### src/rtl/bkp_pkg.sv
package bkp_pkg;

    typedef enum logic {
        ST_IDLE = 1'b0,
        ST_BUSY = 1'b1
    } bkp_state_e;

    typedef struct packed {
        bkp_state_e st;
        logic       err;
        logic       we;
    } ctrl_s;

endpackage

### src/rtl/bkp_timer.sv
module bkp_timer #(
    parameter int BUSY_CYCLES = 4_096_000,
    localparam int TW = $clog2(BUSY_CYCLES + 1)
) (
    input  logic clk,
    input  logic rst_n,
    input  logic load,
    input  logic tick,
    output logic done
);
    logic [TW-1:0] cnt_d, cnt_q;

    always_comb begin
        cnt_d = cnt_q;
        if (load)
            cnt_d = TW'(BUSY_CYCLES - 1);
        else if (tick && cnt_q != '0)
            cnt_d = cnt_q - 1'b1;
    end

    always_ff @(posedge clk or negedge rst_n) begin
        if (!rst_n) cnt_q <= '0;
        else        cnt_q <= cnt_d;
    end

    assign done = (cnt_q == '0);

    // a fresh load always leaves a non-empty window for BUSY_CYCLES > 1
    a_r3_load_window: assert property (@(posedge clk) disable iff (!rst_n)
        (load && BUSY_CYCLES > 1) |=> !done);
endmodule

### src/rtl/bkp_snapshot.sv
module bkp_snapshot #(
    parameter int NUM_REGS = 32,
    parameter int REG_W    = 16,
    localparam int TOT_W   = NUM_REGS * REG_W
) (
    input  logic             clk,
    input  logic             rst_n,
    input  logic             capture,
    input  logic [TOT_W-1:0] live_i,
    output logic [TOT_W-1:0] snap_o
);
    for (genvar g = 0; g < NUM_REGS; g++) begin : g_reg
        logic [REG_W-1:0] val_d, val_q;

        always_comb begin
            val_d = val_q;
            if (capture) val_d = live_i[g*REG_W +: REG_W];
        end

        always_ff @(posedge clk or negedge rst_n) begin
            if (!rst_n) val_q <= '0;
            else        val_q <= val_d;
        end

        assign snap_o[g*REG_W +: REG_W] = val_q;
    end
endmodule

### src/rtl/bkp_wear_ctr.sv
module bkp_wear_ctr #(
    parameter int CNT_W = 16
) (
    input  logic             clk,
    input  logic             rst_n,
    input  logic             inc,
    output logic [CNT_W-1:0] count
);
    logic [CNT_W-1:0] cnt_d, cnt_q;

    always_comb begin
        cnt_d = cnt_q;
        if (inc && cnt_q != '1) cnt_d = cnt_q + 1'b1;
    end

    always_ff @(posedge clk or negedge rst_n) begin
        if (!rst_n) cnt_q <= '0;
        else        cnt_q <= cnt_d;
    end

    assign count = cnt_q;

    a_r9_saturate: assert property (@(posedge clk) disable iff (!rst_n)
        (inc && cnt_q == '1) |=> cnt_q == '1);
    a_r8_step: assert property (@(posedge clk) disable iff (!rst_n)
        (inc && cnt_q != '1) |=> cnt_q == $past(cnt_q) + 1'b1);
    a_r8_hold: assert property (@(posedge clk) disable iff (!rst_n)
        !inc |=> $stable(cnt_q));
endmodule

### src/rtl/bkp_ctrl.sv
module bkp_ctrl
    import bkp_pkg::*;
#(
    parameter int NUM_REGS    = 32,
    parameter int REG_W       = 16,
    parameter int BUSY_CYCLES = 4_096_000,
    parameter int CNT_W       = 16,
    parameter int CMD_BIT     = 3,
    localparam int TOT_W      = NUM_REGS * REG_W,
    localparam int LW         = $clog2(BUSY_CYCLES + 1)
) (
    input  logic             clk,
    input  logic             rst_n,
    input  logic             cmd_we,
    input  logic [7:0]       cmd_data,
    input  logic             supply_ok,
    input  logic [TOT_W-1:0] live_regs,
    output logic             busy,
    output logic             bkp_we,
    output logic [TOT_W-1:0] bkp_data,
    output logic [CNT_W-1:0] bkp_count,
    output logic             bkp_err
);
    ctrl_s ctl_d, ctl_q;
    logic  accept;
    logic  commit;
    logic  tmr_done;

    assign accept = cmd_we && cmd_data[CMD_BIT] && (ctl_q.st == ST_IDLE);

    always_comb begin
        ctl_d    = ctl_q;
        ctl_d.we = 1'b0;
        commit   = 1'b0;
        case (ctl_q.st)
            ST_IDLE: begin
                if (accept) begin
                    ctl_d.st  = ST_BUSY;
                    ctl_d.err = 1'b0;
                end
            end
            ST_BUSY: begin
                if (!supply_ok) begin
                    ctl_d.st  = ST_IDLE;
                    ctl_d.err = 1'b1;
                end else if (tmr_done) begin
                    ctl_d.st = ST_IDLE;
                    ctl_d.we = 1'b1;
                    commit   = 1'b1;
                end
            end
            default: ctl_d.st = ST_IDLE;
        endcase
    end

    always_ff @(posedge clk or negedge rst_n) begin
        if (!rst_n) ctl_q <= '{st: ST_IDLE, err: 1'b0, we: 1'b0};
        else        ctl_q <= ctl_d;
    end

    assign busy    = (ctl_q.st == ST_BUSY);
    assign bkp_we  = ctl_q.we;
    assign bkp_err = ctl_q.err;

    bkp_timer #(.BUSY_CYCLES(BUSY_CYCLES)) u_timer (
        .clk  (clk),
        .rst_n(rst_n),
        .load (accept),
        .tick (busy),
        .done (tmr_done)
    );

    bkp_snapshot #(.NUM_REGS(NUM_REGS), .REG_W(REG_W)) u_snap (
        .clk    (clk),
        .rst_n  (rst_n),
        .capture(accept),
        .live_i (live_regs),
        .snap_o (bkp_data)
    );

    bkp_wear_ctr #(.CNT_W(CNT_W)) u_wear (
        .clk  (clk),
        .rst_n(rst_n),
        .inc  (commit),
        .count(bkp_count)
    );

    // Busy-window length tracker used by the window checks below
    logic [LW-1:0] len_d, len_q;
    always_comb begin
        len_d = len_q;
        if (accept)                          len_d = '0;
        else if (busy && len_q != LW'(BUSY_CYCLES)) len_d = len_q + 1'b1;
    end
    always_ff @(posedge clk or negedge rst_n) begin
        if (!rst_n) len_q <= '0;
        else        len_q <= len_d;
    end

    a_r1_accept: assert property (@(posedge clk) disable iff (!rst_n)
        (!busy && cmd_we && cmd_data[CMD_BIT]) |=> busy);
    a_r1_no_cmd: assert property (@(posedge clk) disable iff (!rst_n)
        (!busy && !(cmd_we && cmd_data[CMD_BIT])) |=> !busy);
    a_r2_frozen: assert property (@(posedge clk) disable iff (!rst_n)
        (busy && $past(busy)) |-> $stable(bkp_data));
    a_r3_window: assert property (@(posedge clk) disable iff (!rst_n)
        busy |-> len_q < LW'(BUSY_CYCLES));
    a_r3_full_len: assert property (@(posedge clk) disable iff (!rst_n)
        bkp_we |-> len_q == LW'(BUSY_CYCLES));
    a_r4_pulse: assert property (@(posedge clk) disable iff (!rst_n)
        bkp_we |=> !bkp_we);
    a_r5_ignored: assert property (@(posedge clk) disable iff (!rst_n)
        (busy && supply_ok && !tmr_done) |=> busy);
    a_r6_abort: assert property (@(posedge clk) disable iff (!rst_n)
        (busy && !supply_ok) |=> (!busy && bkp_err && !bkp_we && $stable(bkp_count)));
    a_r7_err_clear: assert property (@(posedge clk) disable iff (!rst_n)
        (!busy && cmd_we && cmd_data[CMD_BIT]) |=> !bkp_err);
    a_r7_err_hold: assert property (@(posedge clk) disable iff (!rst_n)
        (bkp_err && !(cmd_we && cmd_data[CMD_BIT])) |=> bkp_err);
endmodule

### config.mk
export PLATFORM = sky130hd
export DESIGN_NAME = bkp_ctrl
export DESIGN_NICKNAME = d
export VERILOG_FILES = /design/src/rtl/bkp_pkg.sv /design/src/rtl/bkp_timer.sv /design/src/rtl/bkp_snapshot.sv /design/src/rtl/bkp_wear_ctr.sv /design/src/rtl/bkp_ctrl.sv
export SDC_FILE = /design/constraint.sdc
export NUM_CORES = 1
export LEC_CHECK = 0
export BUFFER_PORTS_ARGS = -buffer_cell sky130_fd_sc_hd__buf_2
export CAP_MARGIN = 20
export CORE_AREA = 3 3 410 412
export CTS_CLUSTER_DIAMETER = 80
export CTS_CLUSTER_SIZE = 30
export DETAILED_ROUTE_END_ITERATION = 10
export DIE_AREA = 0 0 413 415
export PLACE_DENSITY = 0.3
export SLEW_MARGIN = 30
export SYNTH_ARGS = -nofsm -noshare
export SYNTH_HDL_FRONTEND = slang
export SYNTH_HIERARCHICAL = 1
export SYNTH_SLANG_ARGS = --single-unit
### constraint.sdc
create_clock -name clk -period 4.5 [get_ports clk]
set_clock_uncertainty 0.15 [all_clocks]
set_input_delay 0.9 -clock clk [delete_from_list [all_inputs] [get_ports clk]]
set_output_delay 0.9 -clock clk [all_outputs]
set_load 0.01 [all_outputs]
==> metrics.md <==
| Metric | Value |
|---|---|
| Layout cells sized above 1 | `70.39%` |
| Die height | `415 µm` |
| Most frequent cells in the layout | `buf_2, dfrtp_1, mux2_2` |
| Clk sink count | `553` |
| Unique masters post-synth | `58` |
| Type of the worst min-delay path | `in2async` |
| Routed wire per std cell | `19.62 µm` |
| Filler cells | `18267` |
| GRT Util Overall | `10.12%` |
| Die area | `171400 µm²` |
| Worst VDD drop | `260.2 µV` |
| First-pass DRT Iterations | `4` |
| Nets | `2913` |
| Met3 usage | `3.310%` |
| Largest cells by area after synthesis | `dfrtp_1, mux2_2, buf_6` |
| Commonest non-fill, non-tap cell in the layout | `buf_2` |
| WS Path Type | `reg2reg` |
| Actual slew at the worst max-slew pin | `0.8410 ns` |
| DRC viols | `0` |
| # hold bufs at CTS | `0` |
| Final Cell Area | `31180 µm²` |
| Largest net degree at the start of global routing | `120` |
| Antenna Nets Post-Route | `0` |
| Area leader, netlist | `dfrtp_1` |
| Outcome | `finished, final reports clean` |
| GRT met2 Usage | `19.00%` |
| RSZ-0062 raised after global routing | `false` |
| Core Box Area | `164800 µm²` |
| WP data arrival | `3.47 ns` |
| Slew Viols, Final | `0` |
| Grt total ovfl | `0` |
| Reg clk slew, reported paths | `0.07 ns` |
| Mean Syn Cell Area | `16.46 µm²` |
| Inserted Clock Buffers | `51` |
| Max-cap violation count | `0` |
| CP max stage cell | `nor4_1` |
| Hold Violations, Final | `0` |
| Startpoint types | `register` |
| Tcrit/Tclk final | `68.80%` |
| Post-CTS Setup Inserts | `0` |
| Area share of the leading cell type in the synthesized netlist | `64.08%` |
| Die width | `413 µm` |
| CP max FO | `9` |
| Required time worst endpoint | `4.87 ns` |
| Starting Density | `13.10%` |
| Nature of the critical path endpoint | `register` |
| Clk root buf | `clkbuf_16` |
| Gpl congestion | `0.7572` |
| Synthesized area | `21590 µm²` |
| Critical path, cell by cell | `inv_1 -> ha_1 -> nor3b_4 -> buf_4 -> nand3_1 -> nor4_1 -> and3_2 -> and3_1 -> and4_2 -> o211ai_1 -> o21a_1` |
| Via count | `15249` |
| First-pass GRT wire length | `125800 µm` |
| IO buf count | `1047` |
| CTS Buffer Depth | `3` |
| Yosys warns | `6` |
| Leak | `14.12 nW` |
| Synthesis-stage register bit count | `553` |
| Initial antenna violation count | `47` |
| Total Routed Length | `90900 µm` |
| Syn Nets | `1838` |
| Top-Level Pins | `1055` |
| Final worst path period need | `3.096 ns` |
| Final setup fails | `0` |
| Synthesis-to-finish area growth | `44.39%` |
| Seq/Total Area, Yosys | `64.08%` |
| Clock Latency Late Sink | `0.62 ns` |
| Pwr/cell area | `477.6 nW/µm²` |
| Resized Gates After CTS | `0` |
| CP max stage delay | `0.48 ns` |
| Met1 Resource Use GR | `10.32%` |
| Vias per cell | `3.291` |
| Fin Setup TNS | `0 ns` |
| Placed cell areas | `29330 µm²` |
| Rel. slew slack | `43.93%` |
| Htree depth | `2` |
| Reg area | `13840 µm²` |
| Post-DP HPWL | `72080 µm` |
| Vias in the first global route | `16122` |
| Grt peak-use layer | `met2` |
| Rows | `149` |
| CTS tree | `built` |
| Cells after Synth | `1312` |
| Area of the multi-input gates | `7074 µm²` |
| Fmax | `323.0 MHz` |
| Iteration-0 DRC Markers | `459` |
-- routing by layer --
layer / up-vias / part of all wire [%]
met1: 7666 / 35
met5: - / 0.022
li1: 6879 / -
met4: 2 / 2.8
met3: 154 / 8.0
met2: 548 / 54
-- kinds of logic after synthesis --
family	after synthesis	share of synthesized area [%]
AND/OR/NAND/NOR	121	3.813
flip-flops	553	64.08
AO/OA/AOI/OAI	35	1.124
multiplexers	527	27.41
buffers and inverters	67	3.175
XOR/XNOR	7	0.2839
adder cells (fa/ha/maj)	2	0.1159
-- synthesized netlist by cell type (all sizes together) --
library cell  count
nor3              8
xor2              2
o21ai             2
o31ai             5
o2111ai           1
nand2            11
clkbuf           12
mux2            514
or3               1
nand2b            1
buf              51
nand4b            2
a31oi             3
o21a              5
o21bai            1
a21boi            1
and4              4
a211o             2
and4b             1
dfrtp           553
mux2i            13
xnor2             5
ha                2
nor2             22
inv               4
and3b             1
a21oi            12
and3              3
nor3b             3
nand3b            3
nor4b             2
nand4            11
nand3            15
nor4             11
a21o              1
nor2b            13
a32oi             1
or4b              1
or4               6
o211ai            1
or2               2
-- worst max-delay path, delay by kind of cell, from the launching register on --
family | cells | cell delay, ns
AND/OR/NAND/NOR | 6 | 1.71
buffers and inverters | 2 | 0.30
AO/OA/AOI/OAI | 2 | 0.20
flip-flops | 1 | 0.44
adder cells (fa/ha/maj) | 1 | 0.18
-- layout make-up --
cell class	count	area share, %
multi-input combinational	692	22.69
timing repair buffer	1085	18.15
clock buffer	62	4.554
tap	2189	8.784
inverter	4	0.04815
clock inverter	32	1.256
sequential	553	44.38
antenna	17	0.1364
-- power breakdown --
group | internal [mW] | switching [mW] | total, mW
Sequential | 5.98 | 0.493 | 6.48
Clock | 2.56 | 2.32 | 4.88
Combinational | 1.70 | 1.84 | 3.54
-- path summary, 6_finish.rpt --
check / start / endpoint / slack, ns / cells past startpoint
setup / recovery: u_timer/cnt_q[0]$_DFFE_PN0P_ / u_wear/count[5]$_DFFE_PN0P_ / 1.40 / 11
hold / removal: rst_n / u_snap/g_reg[31].val_q[12]$_DFFE_PN0P_ / 0.05 / 1
setup reg to reg: u_timer/cnt_q[0]$_DFFE_PN0P_ / u_wear/count[5]$_DFFE_PN0P_ / 1.40 / 11
hold reg to reg: u_snap/g_reg[9].val_q[7]$_DFFE_PN0P_ / u_snap/g_reg[9].val_q[7]$_DFFE_PN0P_ / 0.35 / 1
max in group asynchronous: rst_n / u_snap/g_reg[24].val_q[0]$_DFFE_PN0P_ / 3.10 / 2
min in group clk: live_regs[64] / u_snap/g_reg[4].val_q[0]$_DFFE_PN0P_ / 0.33 / 2
-- through the flow --
stage                     power (mW)  hold WS [ns]  std cells  utilization [%]  worst slack (ns)
after floorplan                8.222        0.3792       1312                -             1.913
after global placement         10.26        0.3338       4523            17.80             1.401
after detailed placement       10.26        0.3393       4523            17.80             1.387
after CTS                      15.35       0.03647       4617            18.89             1.364
after global routing           15.80       0.04203       4633            18.92             1.132
final                          14.89       0.05194       4634            18.92             1.404
-- flip-flops by register name (all words and copies together) (netlist names) --
register	cells
u_timer/cnt_q	22
u_wear/count	16
u_snap/g.val_q	512
busy	1
bkp_we	1
bkp_err	1
No activity file was read; power rests on OpenSTA's default activity.
